<file path="src/rtl/bsi_pkg.sv">
package bsi_pkg;
  localparam int CFG_BYTES = 64;
  localparam int CFG_IW    = $clog2(CFG_BYTES);
  localparam int HOLD_IDX  = 8;
  localparam int HOLD_BIT  = 7;

  localparam logic [7:0]  PRE_BYTE  = 8'hA5;
  localparam logic [23:0] CFG_ADDR  = 24'h0E0100;
  localparam logic [15:0] CMD_PAGE  = 16'h1380;
  localparam logic [7:0]  CMD_FLUSH = 8'h00;
  localparam logic [7:0]  CMD_CRC   = 8'h40;
  localparam logic [7:0]  CMD_JUMP  = 8'h80;
  localparam logic [7:0]  CMD_WAIT  = 8'hC0;
  localparam logic [7:0]  END_HDR   = 8'h08;
  localparam logic [23:0] END_ADDR  = 24'h138040;

  localparam logic [7:0] ERR_PREAMBLE = 8'h70;
  localparam logic [7:0] ERR_CFG_ALT  = 8'h71;
  localparam logic [7:0] ERR_CFG_LEN  = 8'h72;
  localparam logic [7:0] ERR_ALIGN    = 8'h73;
  localparam logic [7:0] ERR_CFG_ADDR = 8'h74;
  localparam logic [7:0] ERR_END      = 8'h79;
  localparam logic [7:0] ERR_CRC      = 8'h7B;

  localparam logic [31:0] CRC_POLY = 32'h04C11DB7;
  localparam logic [31:0] CRC_INIT = 32'hFFFFFFFF;

  typedef enum logic [3:0] {
    ST_PRE0, ST_PRE1, ST_CHDR, ST_CADR, ST_CDAT,
    ST_HDR, ST_ADR, ST_DAT, ST_BUS, ST_WAIT, ST_DONE, ST_HALT
  } st_t;

  // Length field of a record header, 0 encodes the full 64 bytes.
  function automatic logic [6:0] rec_len(input logic [7:0] h);
    return (h[6:1] == 6'd0) ? 7'(CFG_BYTES) : {1'b0, h[6:1]};
  endfunction

  function automatic logic [31:0] crc_step(input logic [31:0] c, input logic [7:0] d);
    logic [31:0] r;
    r = c;
    for (int i = 7; i >= 0; i--) begin
      if (r[31] ^ d[i]) r = {r[30:0], 1'b0} ^ CRC_POLY;
      else              r = {r[30:0], 1'b0};
    end
    return r;
  endfunction
endpackage

</file>
<file path="src/rtl/bsi_crc32.sv">
module bsi_crc32
  import bsi_pkg::*;
(
  input  logic        clk,
  input  logic        rst,
  input  logic        en,
  input  logic [7:0]  din,
  output logic [31:0] crc
);
  always_ff @(posedge clk) begin
    if (rst)     crc <= CRC_INIT;
    else if (en) crc <= crc_step(crc, din);
  end

  // the running checksum only moves on accepted bytes
  p_crc_hold_r10: assert property (@(posedge clk) disable iff (rst)
    !en |=> $stable(crc));
endmodule

</file>
<file path="src/rtl/bsi_cfg_store.sv">
module bsi_cfg_store #(
  parameter int DEPTH = 64,
  parameter int W     = 8,
  localparam int AW   = $clog2(DEPTH)
) (
  input  logic          clk,
  input  logic          we,
  input  logic [AW-1:0] waddr,
  input  logic [W-1:0]  wdata,
  input  logic [AW-1:0] raddr,
  output logic [W-1:0]  rdata
);
  logic [W-1:0] mem [DEPTH];

  always_ff @(posedge clk) begin
    if (we) mem[waddr] <= wdata;
    rdata <= mem[raddr];
  end
endmodule

</file>
<file path="src/rtl/boot_stream_interp.sv">
module boot_stream_interp
  import bsi_pkg::*;
#(
  parameter int SRC_AW = 32,
  parameter int WAIT_W = 16
) (
  input  logic              clk,
  input  logic              rst,
  input  logic              in_valid,
  input  logic [7:0]        in_data,
  output logic              in_ready,
  output logic              bus_req,
  output logic              bus_we,
  output logic              bus_alt,
  output logic [23:0]       bus_addr,
  output logic [31:0]       bus_wdata,
  input  logic              bus_ack,
  output logic              jump_req,
  output logic [SRC_AW-1:0] jump_addr,
  input  logic [CFG_IW-1:0] cfg_idx,
  output logic [7:0]        cfg_byte,
  output logic [7:0]        err_code,
  output logic              reset_req,
  output logic              done,
  output logic              boot_release
);
  st_t               state;
  st_t               after_word;
  logic [6:0]        cnt;
  logic [7:0]        hdr;
  logic [23:0]       addr, last_addr, addr_n;
  logic              last_alt, hold_bit;
  logic [23:0]       word;
  logic [31:0]       word_n, crc, crc_mark;
  logic [WAIT_W-1:0] wcnt;
  logic              acc, is_cmd;

  assign in_ready   = state inside {ST_PRE0, ST_PRE1, ST_CHDR, ST_CADR,
                                    ST_CDAT, ST_HDR, ST_ADR, ST_DAT};
  assign acc        = in_valid && in_ready;
  assign addr_n     = {addr[15:0], in_data};
  assign word_n     = {word, in_data};
  assign is_cmd     = !hdr[7] && (addr[23:8] == CMD_PAGE);
  assign after_word = (cnt == 7'd1) ? ST_HDR : ST_DAT;

  bsi_crc32 u_crc (
    .clk (clk), .rst (rst), .en (acc), .din (in_data), .crc (crc)
  );

  bsi_cfg_store #(.DEPTH(CFG_BYTES), .W(8)) u_cfg (
    .clk   (clk),
    .we    (acc && (state == ST_CDAT)),
    .waddr (cnt[CFG_IW-1:0]),
    .wdata (in_data),
    .raddr (cfg_idx),
    .rdata (cfg_byte)
  );

  always_ff @(posedge clk) begin
    if (rst) begin
      state <= ST_PRE0;       cnt <= '0;          hdr <= '0;
      addr <= '0;             last_addr <= '0;    last_alt <= 1'b0;
      hold_bit <= 1'b0;       word <= '0;         crc_mark <= CRC_INIT;
      wcnt <= '0;             bus_req <= 1'b0;    bus_we <= 1'b0;
      bus_alt <= 1'b0;        bus_addr <= '0;     bus_wdata <= '0;
      jump_req <= 1'b0;       jump_addr <= '0;    err_code <= '0;
      reset_req <= 1'b0;      done <= 1'b0;       boot_release <= 1'b0;
    end else begin
      done     <= 1'b0;
      jump_req <= 1'b0;
      case (state)
        ST_PRE0, ST_PRE1: if (acc) begin
          if (in_data != PRE_BYTE) begin
            err_code <= ERR_PREAMBLE; reset_req <= 1'b1; state <= ST_HALT;
          end else begin
            state <= (state == ST_PRE0) ? ST_PRE1 : ST_CHDR;
          end
        end
        ST_CHDR: if (acc) begin
          hdr <= in_data;
          cnt <= '0;
          if (in_data[7]) begin
            err_code <= ERR_CFG_ALT; reset_req <= 1'b1; state <= ST_HALT;
          end else if (in_data[6:1] != 6'd0) begin
            err_code <= ERR_CFG_LEN; reset_req <= 1'b1; state <= ST_HALT;
          end else begin
            state <= ST_CADR;
          end
        end
        ST_CADR: if (acc) begin
          addr <= addr_n;
          cnt  <= cnt + 7'd1;
          if (cnt == 7'd2) begin
            if (addr_n != CFG_ADDR) begin
              err_code <= ERR_CFG_ADDR; reset_req <= 1'b1; state <= ST_HALT;
            end else begin
              state <= ST_CDAT;
              cnt   <= '0;
            end
          end
        end
        ST_CDAT: if (acc) begin
          if (cnt == 7'(HOLD_IDX)) hold_bit <= in_data[HOLD_BIT];
          cnt <= cnt + 7'd1;
          if (cnt == 7'(CFG_BYTES - 1)) state <= ST_HDR;
        end
        ST_HDR: if (acc) begin
          hdr <= in_data;
          cnt <= '0;
          if (in_data[0] && (in_data[2:1] != 2'b00)) begin
            err_code <= ERR_ALIGN; reset_req <= 1'b1; state <= ST_HALT;
          end else begin
            state <= ST_ADR;
          end
        end
        ST_ADR: if (acc) begin
          addr <= addr_n;
          cnt  <= cnt + 7'd1;
          if (cnt == 7'd2) begin
            if (!hdr[0] && ((hdr != END_HDR) || (addr_n != END_ADDR))) begin
              err_code <= ERR_END; reset_req <= 1'b1; state <= ST_HALT;
            end else begin
              state <= ST_DAT;
              cnt   <= rec_len(hdr);
            end
          end
        end
        ST_DAT: if (acc) begin
          word <= word_n[23:0];
          cnt  <= cnt - 7'd1;
          if (cnt[1:0] == 2'd0) crc_mark <= crc;  // first byte of a word
          if (cnt[1:0] == 2'd1) begin             // last byte of a word
            if (!hdr[0]) begin
              if (word_n == crc_mark) begin
                done <= 1'b1; boot_release <= !hold_bit; state <= ST_DONE;
              end else begin
                err_code <= ERR_CRC; reset_req <= 1'b1; state <= ST_HALT;
              end
            end else if (is_cmd) begin
              case (addr[7:0])
                CMD_FLUSH: begin
                  bus_req <= 1'b1; bus_we <= 1'b0; bus_alt <= last_alt;
                  bus_addr <= last_addr; state <= ST_BUS;
                end
                CMD_CRC: begin
                  if (word_n != crc_mark) begin
                    err_code <= ERR_CRC; reset_req <= 1'b1; state <= ST_HALT;
                  end else begin
                    state <= after_word;
                  end
                end
                CMD_JUMP: begin
                  jump_req <= 1'b1; jump_addr <= word_n[SRC_AW-1:0];
                  state <= after_word;
                end
                CMD_WAIT: begin
                  wcnt <= word_n[WAIT_W-1:0]; state <= ST_WAIT;
                end
                default: state <= after_word;
              endcase
            end else begin
              bus_req <= 1'b1; bus_we <= 1'b1; bus_alt <= hdr[7];
              bus_addr <= addr; bus_wdata <= word_n;
              last_addr <= addr; last_alt <= hdr[7];
              addr <= addr + 24'd4;
              state <= ST_BUS;
            end
          end
        end
        ST_BUS: if (bus_ack) begin
          bus_req <= 1'b0;
          state   <= (cnt == 7'd0) ? ST_HDR : ST_DAT;
        end
        ST_WAIT: begin
          if (wcnt == '0) state <= (cnt == 7'd0) ? ST_HDR : ST_DAT;
          else            wcnt  <= wcnt - 1'b1;
        end
        default: ;
      endcase
    end
  end

  // request fields frozen until acknowledged
  p_bus_hold_r6: assert property (@(posedge clk) disable iff (rst)
    bus_req && !bus_ack |=> bus_req && $stable(bus_addr) && $stable(bus_wdata)
                            && $stable(bus_we) && $stable(bus_alt));
  // no byte accepted while a request is pending
  p_no_accept_busy_r6: assert property (@(posedge clk) disable iff (rst)
    bus_req |-> !in_ready);
  // a halt is permanent
  p_halt_sticky_r13: assert property (@(posedge clk) disable iff (rst)
    reset_req |=> reset_req && $stable(err_code) && !in_ready && !bus_req);
  // done is a single pulse and closes the input
  p_done_pulse_r11: assert property (@(posedge clk) disable iff (rst)
    done |=> !done && !in_ready);
  // release only rises together with done
  p_release_with_done_r12: assert property (@(posedge clk) disable iff (rst)
    $rose(boot_release) |-> done);
  // jump is a one-clock pulse
  p_jump_pulse_r8: assert property (@(posedge clk) disable iff (rst)
    jump_req |=> !jump_req);
endmodule

</file>
<file path="config.mk">
export PLATFORM = sky130hd
export DESIGN_NAME = boot_stream_interp
export DESIGN_NICKNAME = d
export VERILOG_FILES = /design/src/rtl/bsi_pkg.sv /design/src/rtl/bsi_crc32.sv /design/src/rtl/bsi_cfg_store.sv /design/src/rtl/boot_stream_interp.sv
export SDC_FILE = /design/constraint.sdc
export NUM_CORES = 1
export LEC_CHECK = 0
export CAP_MARGIN = 20
export CORE_MARGIN = 1.5
export CORE_UTILIZATION = 45
export CTS_BUF_LIST = sky130_fd_sc_hd__clkbuf_4
export CTS_CLUSTER_SIZE = 30
export DETAILED_ROUTE_END_ITERATION = 12
export DONT_BUFFER_PORTS = 1
export PLACE_DENSITY = 0.68
export SLEW_MARGIN = 20
export SYNTH_ARGS = -nofsm -noshare
export SYNTH_HDL_FRONTEND = slang
export SYNTH_SLANG_ARGS = --single-unit
</file>
<file path="constraint.sdc">
create_clock -name clk -period 5.5 [get_ports clk]
set_input_delay 0.275 -clock clk [delete_from_list [all_inputs] [get_ports clk]]
set_output_delay 0.275 -clock clk [all_outputs]
set_load 0.02 [all_outputs]
</file>
# Word level (Yosys, flattened, before mapping)
# Memory sizes are Yosys's and may differ from the RTL's. A register that Yosys moved wholly into a read port is not among the register bits.
# Cells that the tools add are included.
[totals]
ram_bits = 512
inputBits = 18
wordCells = 279
out_inout_bits = 112
memories = 1
ff_bits = 276
[op_classes]
bitwise_logic = 21
mux = 133
addsub = 4
n_eq_ne = 55
reduce_logical = 43
[memory_table]
columns = ["name", "depth", "width", "read_ports", "rd_clocked_by_memory_dff", "wr", "line_no", "text"]
rows = [
  ["u_cfg.mem", 64, 8, 1, 1, 1, "bsi_cfg_store.sv:13", "logic [W-1:0] mem [DEPTH];"],
]
[op_table]
columns = ["operator", "n"]
rows = [
  ["$mux 32", 14],
  ["$mux 27", 8],
  ["$mux 24", 7],
  ["$mux 8", 20],
  ["$not 14->14", 8],
  ["$mux 16", 6],
  ["$mux 4", 22],
  ["$mux 7", 10],
  ["$pmux 24 s2", 1],
  ["$pmux 8 s6", 1],
  ["$pmux 4 s9", 1],
  ["$mux 1", 35],
  ["$pmux 7 s5", 1],
  ["$eq 32x32->1", 1],
  ["$ne 32x32->1", 1],
  ["$pmux 16 s2", 1],
  ["$ne 2x2->1 const B", 14],
  ["$add 24x3->24 const B", 1],
  ["$ne 24x20->1 const B", 1],
  ["$ne 24x21->1 const B", 1],
  ["$reduce_and 6->1", 4],
  ["$ne 2x1->1 const B", 11],
  ["$reduce_and 19->1", 1],
  ["$eq 16x13->1 const B", 1],
  ["other kinds (46)", 85],
]

# Longest topological paths before layout
# Gate-level depths: netlist of the first run.
[depth]
word_depth = 31
depth_mapped = 10
mapped_depth_nobuf = 8

# Modules after synthesis
# A second synthesis of the first run with hierarchy kept.
[unflattened]
hier_cells = 2582
area_unflattened_um2 = 33513.4
[by_module_without_submodules]
columns = ["mod", "cells_each", "area_each_um2", "n_inst", "seq_area_each_um2"]
rows = [
  ["bsi_cfg_store", 912, 20131.8, 1, 15534.9],
  ["boot_stream_interp", 1502, 11360.9, 1, 4804.6],
  ["bsi_crc32", 168, 2020.7, 1, 640.6],
]

# Worst setup path after synthesis of the first run
# No wires, ideal clock.
[synth_path]
path_kind = "register to register"
startpoint = "reg state[2]"
endpoint = "mem u_cfg.mem[58][0] (enable)"
t_arrival_ps = 2317
setup_time_ps = 371
stages_incl_launch_ff = 7
synth_period_minus_slack_ps = 2687
t_required_ps = 5129
slack_ps = 2813
cell_sequence = "dfxtp_1 clkbuf_1 nor4b_1 nand2_1 or4_1 clkbuf_1 nor2_1"
[synth_between]
elab_chain_len = 6
[synth_rtl]
columns = ["element", "line_no", "text"]
rows = [
  ["start: declaration", "boot_stream_interp.sv:27", "st_t state;"],
  ["start signal: assignment", "boot_stream_interp.sv:76", "state <= (state == ST_PRE0) ? ST_PRE1 : ST_CHDR;"],
  ["start signal: assignment", "boot_stream_interp.sv:149", "state <= after_word;"],
  ["start signal: assignment", "boot_stream_interp.sv:154", "state <= after_word;"],
  ["$eq 4x1->1 (tied with other cells)", "boot_stream_interp.sv:38", "assign in_ready = state inside {ST_PRE0, ST_PRE1, ST_CHDR, ST_CADR,"],
  ["$reduce_bool 8->1", "boot_stream_interp.sv:38", ""],
  ["$logic_and 1x1->1", "boot_stream_interp.sv:40", "assign acc = in_valid && in_ready;"],
  ["$logic_and 1x1->1 (*)", "boot_stream_interp.sv:52", ".we (acc && (state == ST_CDAT)),"],
  ["$mux 1 (*)", "bsi_cfg_store.sv:16", "if (we) mem[waddr] <= wdata;"],
  ["$mux 1 (implied by the code) (*)", "bsi_cfg_store.sv:16", ""],
  ["end: declaration", "bsi_cfg_store.sv:13", ""],
]
# Every way passes the cells marked *; elsewhere a longest branch is shown, timed or not.

# Worst setup path after layout of the first run
[layout_path]
startpoint = "reg state[1]"
endpoint = "reg bus_wdata[3]"
[layout_between]
elab_chain_len = 4
[layout_rtl]
columns = ["element", "line_no", "text"]
rows = [
  ["$eq 4x1->1 (tied with other cells)", "boot_stream_interp.sv:38", ""],
  ["$reduce_bool 8->1", "boot_stream_interp.sv:38", ""],
  ["$logic_and 1x1->1", "boot_stream_interp.sv:40", ""],
  ["$reduce_and 5->1 (no source line) (*)", "n/a", ""],
  ["end signal: assignment", "boot_stream_interp.sv:163", "bus_addr <= addr; bus_wdata <= word_n;"],
  ["end: declaration", "boot_stream_interp.sv:16", "output logic [31:0] bus_wdata,"],
]
# Marked as above.
# A chain may end at the register's enable or synchronous reset.

==> run_summary.xml, run 1 <==
<?xml version="1.0" encoding="UTF-8"?>
<metrics>
  <group name="status">
    <metric name="outcome" unit="">complete, no violations</metric>
  </group>
  <group name="clocking">
    <metric name="worst_setup_hold_path_clk_slew" unit="ns">0.07</metric>
    <metric name="clock_tree.buffer_depth" unit="">3</metric>
    <metric name="hold_buffers" unit="">50</metric>
    <metric name="cts_tree" unit="">done</metric>
    <metric name="cts_buffers" unit="">195</metric>
    <metric name="worst_skew_pair.late_latency" unit="ns">1.07</metric>
    <metric name="clock_sinks" unit="">792</metric>
    <metric name="post-cts-setup-buffer-count" unit="">0</metric>
    <metric name="clock-root-buffer" unit="">sky130_fd_sc_hd__clkbuf_4</metric>
    <metric name="cts_resized" unit="">0</metric>
    <metric name="ctsHtreeMaxLevel" unit="">4</metric>
  </group>
  <group name="sta">
    <metric name="worst_slew_margin_rel" unit="%">29.8</metric>
    <metric name="setup_total_negative_slack" unit="ns">0</metric>
    <metric name="worst_pin_slew" unit="ns">1.05</metric>
    <metric name="report.final.hold_viol_count" unit="">0</metric>
    <metric name="final.min_clock_period" unit="ns">3.87</metric>
    <metric name="crit_share_post_route" unit="%">70.4</metric>
    <metric name="rsz0062_at_grt" unit="">no</metric>
    <metric name="skew" unit="ns">0.0856</metric>
    <metric name="clock.fmax" unit="GHz">0.258</metric>
    <metric name="slew_violations" unit="">0</metric>
    <metric name="setup_viol" unit="">0</metric>
  </group>
  <group name="grt">
    <metric name="first_global_vias" unit="">21500</metric>
    <metric name="grt_use_total" unit="%">22.9</metric>
    <metric name="overflow" unit="">0</metric>
    <metric name="antenna_found_initial" unit="">4</metric>
    <metric name="grt_max_degree" unit="">209</metric>
    <metric name="wire_length_of_the_first_global_routing_pass" unit="um">129000</metric>
  </group>
  <group name="setup_path">
    <metric name="cp_max_fo" unit="">58</metric>
    <metric name="timing.reg2reg.worst_path_depth" unit="">8</metric>
    <metric name="critPathKind" unit="">reg -&gt; reg</metric>
    <metric name="worstReg2RegEnd" unit="">bus_wdata[3]</metric>
    <metric name="rr_startpoint" unit="">state[1]</metric>
    <metric name="regToRegSetupSlack" unit="ns">1.63</metric>
    <metric name="worst_setup_path_startpoint" unit="">state[1]</metric>
    <metric name="worst_endpoint_required_time" unit="ns">6.48</metric>
    <metric name="data_arrival_time_of_the_critical_path" unit="ns">4.86</metric>
    <metric name="crit_path_start_kind" unit="">flip-flop</metric>
    <metric name="critical_path.endpoint_type" unit="">flip-flop</metric>
  </group>
  <group name="power_and_ir_drop">
    <metric name="irDropWorstVdd" unit="uV">226</metric>
    <metric name="p_total" unit="mW">13.8</metric>
    <metric name="p_per_area" unit="nW/um^2">378</metric>
    <metric name="static-leakage-power" unit="nW">11.8</metric>
  </group>
  <group name="place">
    <metric name="routabilityCongestion" unit="">0.873</metric>
    <metric name="detailedPlacementHpwl" unit="um">47900</metric>
    <metric name="place.port_buffers" unit="">0</metric>
  </group>
  <group name="floorplanning">
    <metric name="initial_cell_density_of_the_core" unit="%">45.6</metric>
    <metric name="top_level_ports" unit="">130</metric>
    <metric name="dieArea" unit="um^2">74200</metric>
    <metric name="chipHeight" unit="um">272</metric>
    <metric name="core.rowCount" unit="">98</metric>
    <metric name="dieWidth" unit="um">272</metric>
    <metric name="design.core.area" unit="um^2">71600</metric>
  </group>
  <group name="routing">
    <metric name="route.detailed.vias_per_inst" unit="">5.91</metric>
    <metric name="pre_repair_dr_iteration_count" unit="">6</metric>
    <metric name="finalWirelength" unit="um">84900</metric>
    <metric name="detailroute.via_count" unit="">21600</metric>
    <metric name="initialDrtViolationCount" unit="">2323</metric>
    <metric name="routedWlPerCell" unit="um">23.2</metric>
    <metric name="drc_errors" unit="">0</metric>
    <metric name="ant_nets" unit="">0</metric>
  </group>
  <group name="synthesis">
    <metric name="net_count_after_synthesis" unit="">2502</metric>
    <metric name="synth_ff_type" unit="">sky130_fd_sc_hd__edfxtp_1</metric>
    <metric name="yosys_warnings" unit="">0</metric>
    <metric name="seq_area_frac_synth" unit="%">64.3</metric>
    <metric name="synthesis.instances" unit="">2476</metric>
    <metric name="synth.top_cells.by_count" unit="">512 x sky130_fd_sc_hd__edfxtp_1, 420 x sky130_fd_sc_hd__nand2_1, 280 x sky130_fd_sc_hd__dfxtp_1</metric>
    <metric name="synth_seq_cells" unit="">792</metric>
    <metric name="synth_most_common_cell" unit="">sky130_fd_sc_hd__edfxtp_1</metric>
    <metric name="postSynth.asyncResetShare" unit="%">0</metric>
    <metric name="synth_area_per_cell" unit="um^2">13.2</metric>
    <metric name="yosys.cell_types.count" unit="">71</metric>
    <metric name="synth.area.top_cells" unit="">sky130_fd_sc_hd__edfxtp_1 47%, sky130_fd_sc_hd__dfxtp_1 17%, sky130_fd_sc_hd__mux4_2 12%, sky130_fd_sc_hd__nand2_1 4.8%, sky130_fd_sc_hd__a21oi_1 2.9%</metric>
    <metric name="number_of_enable_type_register_cells_in_the_synthesized_netlist" unit="">512</metric>
    <metric name="synth_area" unit="um^2">32600</metric>
    <metric name="netlist.area_leader.share" unit="%">47.1</metric>
    <metric name="post-synth-top-area-cell" unit="">sky130_fd_sc_hd__edfxtp_1</metric>
  </group>
  <group name="worst_hold_path">
    <metric name="hold_path_class" unit="">in -&gt; reg</metric>
    <metric name="holdPathEnd" unit="">u_cfg.rdata[2]</metric>
    <metric name="hold_path.startpoint" unit="">cfg_idx[0]</metric>
    <metric name="hold_path_depth" unit="">3</metric>
  </group>
  <group name="final_layout">
    <metric name="drive_gt1_share" unit="%">19.1</metric>
    <metric name="nNetsFinal" unit="">2579</metric>
    <metric name="flow.area_growth_from_synthesis" unit="%">11.8</metric>
  </group>
  <group name="run">
    <metric name="max_cap_viol_count" unit="">0</metric>
  </group>
</metrics>
[stage by stage]
step | hold WS (ns) | setup slack [ns] | util (%) | std cells | area [um^2]
finish | 0.107 | 1.63 | 51.0 | 3662 | 36500
global route | 0.0718 | 1.44 | 50.9 | 3659 | 36500
CTS | 0.00198 | 1.54 | 50.9 | 3655 | 36500
detailed placement | 0.364 | 1.88 | 46.4 | 3256 | 33200
global placement | 0.361 | 2.12 | 46.4 | 3256 | 33200
floorplan | 0.374 | 2.81 | - | 2476 | 32600
[metal layers]
metal | global-route usage [%] | up-vias | wire (um)
met5 | 0 | - | 0
met4 | 7.82 | 0 | 1960
met3 | 5.33 | 157 | 7840
met2 | 36.5 | 1185 | 40500
met1 | 30.9 | 10800 | 34600
li1 | - | 9548 | -
[report_power, final]
part | switching (mW) | internal, mW
Combinational | 1.12 | 0.904
Sequential | 0.287 | 6.49
Clock | 2.44 | 2.56
Total | 3.85 | 9.95
[worst max-delay path, stage by stage, from the launching register on]
cell                            delay [ns]
sky130_fd_sc_hd__dfxtp_1              0.75
sky130_fd_sc_hd__and4b_1              0.31
sky130_fd_sc_hd__buf_4                0.40
sky130_fd_sc_hd__nand2_1              0.60
sky130_fd_sc_hd__nor3_2               0.32
sky130_fd_sc_hd__buf_4                0.55
sky130_fd_sc_hd__nand2_1              0.13
sky130_fd_sc_hd__dlygate4sd3_1        0.59
sky130_fd_sc_hd__a21oi_1              0.12
[layout by cell type (no fill, tap or decap), types with 11 or more instances in the layout]
cell type,n
sky130_fd_sc_hd__edfxtp_1,512
sky130_fd_sc_hd__nand2_1,417
sky130_fd_sc_hd__dfxtp_1,280
sky130_fd_sc_hd__clkbuf_4,274
sky130_fd_sc_hd__a21oi_1,192
sky130_fd_sc_hd__mux4_2,168
sky130_fd_sc_hd__nor2_1,155
sky130_fd_sc_hd__nand3_1,69
sky130_fd_sc_hd__xnor2_1,57
sky130_fd_sc_hd__xor2_1,50
sky130_fd_sc_hd__o21ai_0,48
sky130_fd_sc_hd__clkinv_1,47
sky130_fd_sc_hd__dlygate4sd3_1,38
sky130_fd_sc_hd__o211ai_1,33
sky130_fd_sc_hd__a211oi_1,33
sky130_fd_sc_hd__nor3_1,26
sky130_fd_sc_hd__nor4_1,19
sky130_fd_sc_hd__inv_1,18
sky130_fd_sc_hd__and3_1,15
sky130_fd_sc_hd__mux2i_1,14
sky130_fd_sc_hd__a311oi_1,13
sky130_fd_sc_hd__nand4_1,12
sky130_fd_sc_hd__buf_4,12
sky130_fd_sc_hd__a31oi_1,11
sky130_fd_sc_hd__clkinv_2,11
[cell type report]
class,instances,area (um^2)
Fill cell,6072,35100
Sequential cell,792,21000
Multi-Input combinational cell,1483,10900
Clock buffer,274,2060
Tap cell,950,1190
Timing Repair Buffer,62,778
Clock inverter,75,490
Inverter,19,71.3
Antenna cell,7,17.5
[state kept, by name, summed over array words and instances, names as in the netlist, 4 cells and up]
register and cells:
u_cfg.rdata 8, crc_mark 32, hdr 8, jump_addr 32
state 4, bus_wdata 32, u_cfg.mem 512, err_code 5
bus_addr 24, last_addr 24, u_crc.crc 32, word 24
cnt 7, wcnt 16, addr 24
[cell families after synthesis]
kind of cell               Yosys count  share of synthesized area [%]
AOI/OAI and AO/OA                  404                           7.64
xor gates and xnor gates           107                           2.87
adders and majority gates            8                          0.307
buffers and inverters              201                           2.41
DFF                                792                           64.3
muxes                              183                           12.1
other                                1                         0.0115
and+or+nand+nor                    780                           10.4
[worst max-delay path by stage]
stage	to	slack (ns)	cells after the start
after floorplan	u_cfg.mem[58][0]	2.81	6
after global placement	bus_wdata[14]	2.12	7
after detailed placement	last_addr[20]	1.88	7
after CTS	jump_addr[30]	1.54	7
after global routing	bus_wdata[3]	1.44	8
final	bus_wdata[3]	1.63	8
Note: power is estimated with default switching activity, not from simulation.
==> inputs of run 2 (changes only) <==
--- a/config.mk
+++ b/config.mk
@@ -12,7 +12,7 @@
 export CTS_CLUSTER_SIZE = 30
 export DETAILED_ROUTE_END_ITERATION = 12
 export DONT_BUFFER_PORTS = 1
-export PLACE_DENSITY = 0.68
+export PLACE_DENSITY = 0.7
 export SLEW_MARGIN = 20
 export SYNTH_ARGS = -nofsm -noshare
 export SYNTH_HDL_FRONTEND = slang
==> constraint.sdc (replaced) <==
create_clock -name clk -period 3.4 [get_ports clk]
set_input_delay 0.17 -clock clk [delete_from_list [all_inputs] [get_ports clk]]
set_output_delay 0.17 -clock clk [all_outputs]
set_load 0.02 [all_outputs]
==> run_summary.xml, run 2 (same netlist as run 1, synthesis figures left out) <==
<?xml version="1.0" encoding="UTF-8"?>
<metrics>
  <group name="clocking">
    <metric name="ctsHtreeMaxLevel" unit="">4</metric>
    <metric name="cts_tree" unit="">done</metric>
    <metric name="clock_tree.buffer_depth" unit="">3</metric>
    <metric name="hold_buffers" unit="">50</metric>
    <metric name="clock_sinks" unit="">792</metric>
    <metric name="worst_setup_hold_path_clk_slew" unit="ns">0.07</metric>
    <metric name="worst_skew_pair.late_latency" unit="ns">1.07</metric>
    <metric name="post-cts-setup-buffer-count" unit="">0</metric>
    <metric name="cts_buffers" unit="">195</metric>
    <metric name="clock-root-buffer" unit="">sky130_fd_sc_hd__clkbuf_4</metric>
    <metric name="cts_resized" unit="">0</metric>
  </group>
  <group name="floorplanning">
    <metric name="dieWidth" unit="um">272</metric>
    <metric name="top_level_ports" unit="">130</metric>
    <metric name="design.core.area" unit="um^2">71600</metric>
    <metric name="initial_cell_density_of_the_core" unit="%">45.6</metric>
    <metric name="chipHeight" unit="um">272</metric>
    <metric name="core.rowCount" unit="">98</metric>
    <metric name="dieArea" unit="um^2">74200</metric>
  </group>
  <group name="power_and_ir_drop">
    <metric name="power_report.internal_total" unit="mW">16.1</metric>
    <metric name="p_total" unit="mW">22.3</metric>
    <metric name="p_per_area" unit="nW/um^2">601</metric>
    <metric name="static-leakage-power" unit="nW">12.3</metric>
    <metric name="pwr-share-comb" unit="%">15.6</metric>
    <metric name="sequentialPowerShare" unit="%">48.9</metric>
    <metric name="irDropWorstVdd" unit="uV">328</metric>
    <metric name="clockPowerShare" unit="%">35.6</metric>
    <metric name="switchingPower" unit="mW">6.20</metric>
    <metric name="netSwitchingFraction" unit="%">27.8</metric>
  </group>
  <group name="setup_path">
    <metric name="rr_startpoint" unit="">cnt[1]</metric>
    <metric name="critical_path.endpoint_type" unit="">flip-flop</metric>
    <metric name="buffers_plus_inverters_on_the_worst_setup_path" unit="">2</metric>
    <metric name="regToRegSetupSlack" unit="ns">0.14</metric>
    <metric name="critPathKind" unit="">reg -&gt; reg</metric>
    <metric name="worst_endpoint_required_time" unit="ns">4.40</metric>
    <metric name="cp_cell_sequence" unit="">inv_1 &gt; ha_1 &gt; nand2_1 &gt; a21oi_1 &gt; o21a_1 &gt; o21ai_0 &gt; a221oi_1 &gt; dlygate4sd3_1</metric>
    <metric name="worst_setup_path_startpoint" unit="">cnt[1]</metric>
    <metric name="max_stage_delay" unit="ns">0.59</metric>
    <metric name="data_arrival_time_of_the_critical_path" unit="ns">4.26</metric>
    <metric name="largest_delay_share_family_worst_path" unit="">compound AO/OA/AOI/OAI gates</metric>
    <metric name="timing.reg2reg.worst_path_depth" unit="">8</metric>
    <metric name="cp_max_fo" unit="">18</metric>
    <metric name="crit_path_start_kind" unit="">flip-flop</metric>
    <metric name="cp_slowest_cell" unit="">sky130_fd_sc_hd__dlygate4sd3_1</metric>
    <metric name="worstReg2RegEnd" unit="">addr[2]</metric>
  </group>
  <group name="sta">
    <metric name="final.min_clock_period" unit="ns">3.26</metric>
    <metric name="setup_total_negative_slack" unit="ns">0</metric>
    <metric name="worst_slew_margin_rel" unit="%">29.2</metric>
    <metric name="worst_pin_slew" unit="ns">1.06</metric>
    <metric name="crit_share_post_route" unit="%">95.9</metric>
    <metric name="setup_viol" unit="">0</metric>
    <metric name="timing.hold.ws" unit="ns">0.0457</metric>
    <metric name="slew_violations" unit="">0</metric>
    <metric name="skew" unit="ns">0.0642</metric>
    <metric name="clock.fmax" unit="GHz">0.307</metric>
    <metric name="rsz0062_at_grt" unit="">no</metric>
    <metric name="report.final.hold_viol_count" unit="">0</metric>
  </group>
  <group name="place">
    <metric name="routabilityCongestion" unit="">0.901</metric>
    <metric name="dpl.cell_count" unit="">3348</metric>
    <metric name="detailedPlacementHpwl" unit="um">47700</metric>
    <metric name="place.port_buffers" unit="">0</metric>
  </group>
  <group name="final_layout">
    <metric name="layout.cells.most_common_list" unit="">512 x sky130_fd_sc_hd__edfxtp_1, 419 x sky130_fd_sc_hd__nand2_1, 286 x sky130_fd_sc_hd__clkbuf_4</metric>
    <metric name="top_register" unit="">u_cfg.mem</metric>
    <metric name="flow.area_growth_from_synthesis" unit="%">13.7</metric>
    <metric name="drive_gt1_share" unit="%">21.9</metric>
    <metric name="largest_register_ffs" unit="">512</metric>
    <metric name="layout_commonest_cell" unit="">sky130_fd_sc_hd__edfxtp_1</metric>
    <metric name="postLayoutCoreUtil" unit="%">51.9</metric>
    <metric name="nNetsFinal" unit="">2671</metric>
    <metric name="fillers" unit="">6041</metric>
    <metric name="final_cell_count_no_fill" unit="">3751</metric>
  </group>
  <group name="worst_hold_path">
    <metric name="hold_path_depth" unit="">3</metric>
    <metric name="hold_path.startpoint" unit="">cfg_idx[3]</metric>
    <metric name="hold_path_class" unit="">in -&gt; reg</metric>
    <metric name="holdPathEnd" unit="">u_cfg.rdata[3]</metric>
  </group>
  <group name="routing">
    <metric name="ant_nets" unit="">0</metric>
    <metric name="finalWirelength" unit="um">85400</metric>
    <metric name="initialDrtViolationCount" unit="">2410</metric>
    <metric name="routedWlPerCell" unit="um">22.8</metric>
    <metric name="pre_repair_dr_iteration_count" unit="">6</metric>
    <metric name="detailroute.via_count" unit="">21900</metric>
    <metric name="drc_errors" unit="">0</metric>
    <metric name="route.detailed.vias_per_inst" unit="">5.84</metric>
  </group>
  <group name="status">
    <metric name="outcome" unit="">complete, no violations</metric>
  </group>
  <group name="grt">
    <metric name="grt_max_degree" unit="">209</metric>
    <metric name="overflow" unit="">0</metric>
    <metric name="first_global_vias" unit="">21900</metric>
    <metric name="grt_use_total" unit="%">23.0</metric>
    <metric name="wire_length_of_the_first_global_routing_pass" unit="um">130000</metric>
    <metric name="antenna_found_initial" unit="">11</metric>
  </group>
  <group name="run">
    <metric name="max_cap_viol_count" unit="">0</metric>
  </group>
</metrics>
## run 2: cell count changes in the layout (fill, tap and decap cells not counted), sizes merged
cell / before / now
buf: 24 / 117
clkinv: 60 / 46
clkbuf: 274 / 286
diode: 7 / 11
bufinv: 5 / 3
inv: 26 / 24
clkinvlp: 3 / 2
dlygate4sd3: 38 / 37
## run 2: power by group through the flow
stage	Clock [mW]	Combinational [mW]	Sequential, mW
finish	7.93	3.48	10.9
global route	8.56	3.76	10.9
CTS	8.07	3.44	10.9
detailed placement	0	3.09	11.1
global placement	0	3.02	11.1
floorplan	0	2.68	10.9
## run 2: worst max-delay path by stage
stage	endpoint	slack, ns	cells after the start
CTS	u_cfg.rdata[0]	0.28	5
floorplan	u_cfg.mem[58][0]	0.71	6
global placement	err_code[2]	0.62	8
global route	addr[2]	0.03	8
detailed placement	cnt[4]	0.49	8
finish	addr[2]	0.14	8
## run 2: tightest hold or removal path: cells and delay by family
family	cells	cell delay (ns)
mux	2	0.38
buf+inv	1	0.53
## run 2: final cells by class
class | instances | area (um^2) | share of cell area [%]
clock buffers | 286 | 2150 | 5.78
multi-input cells | 1483 | 10900 | 29.4
inverters | 19 | 71.3 | 0.192
flip-flops and latches | 792 | 21000 | 56.5
repair buffers | 154 | 1490 | 4.02
clock inverters | 56 | 325 | 0.876
diodes | 11 | 27.5 | 0.0741
well taps | 950 | 1190 | 3.20
## run 2: through the flow
stage | setup WS (ns) | instance area, um^2
6_report | 0.140 | 37100
5_1_grt | 0.0334 | 37100
4_1_cts | 0.282 | 37100
3_5_place_dp | 0.491 | 33900
3_3_place_gp | 0.616 | 33900
2_1_floorplan | 0.713 | 32600
## run 2: metal layers
metal | up-vias | part of all wire (%) | global-route usage [%]
met4 | 16 | 2.9 | 9.90
met2 | 1090 | 47 | 36.0
met5 | - | 0.13 | 0
met3 | 195 | 9.8 | 6.18
li1 | 9724 | - | -
met1 | 10900 | 40 | 30.3
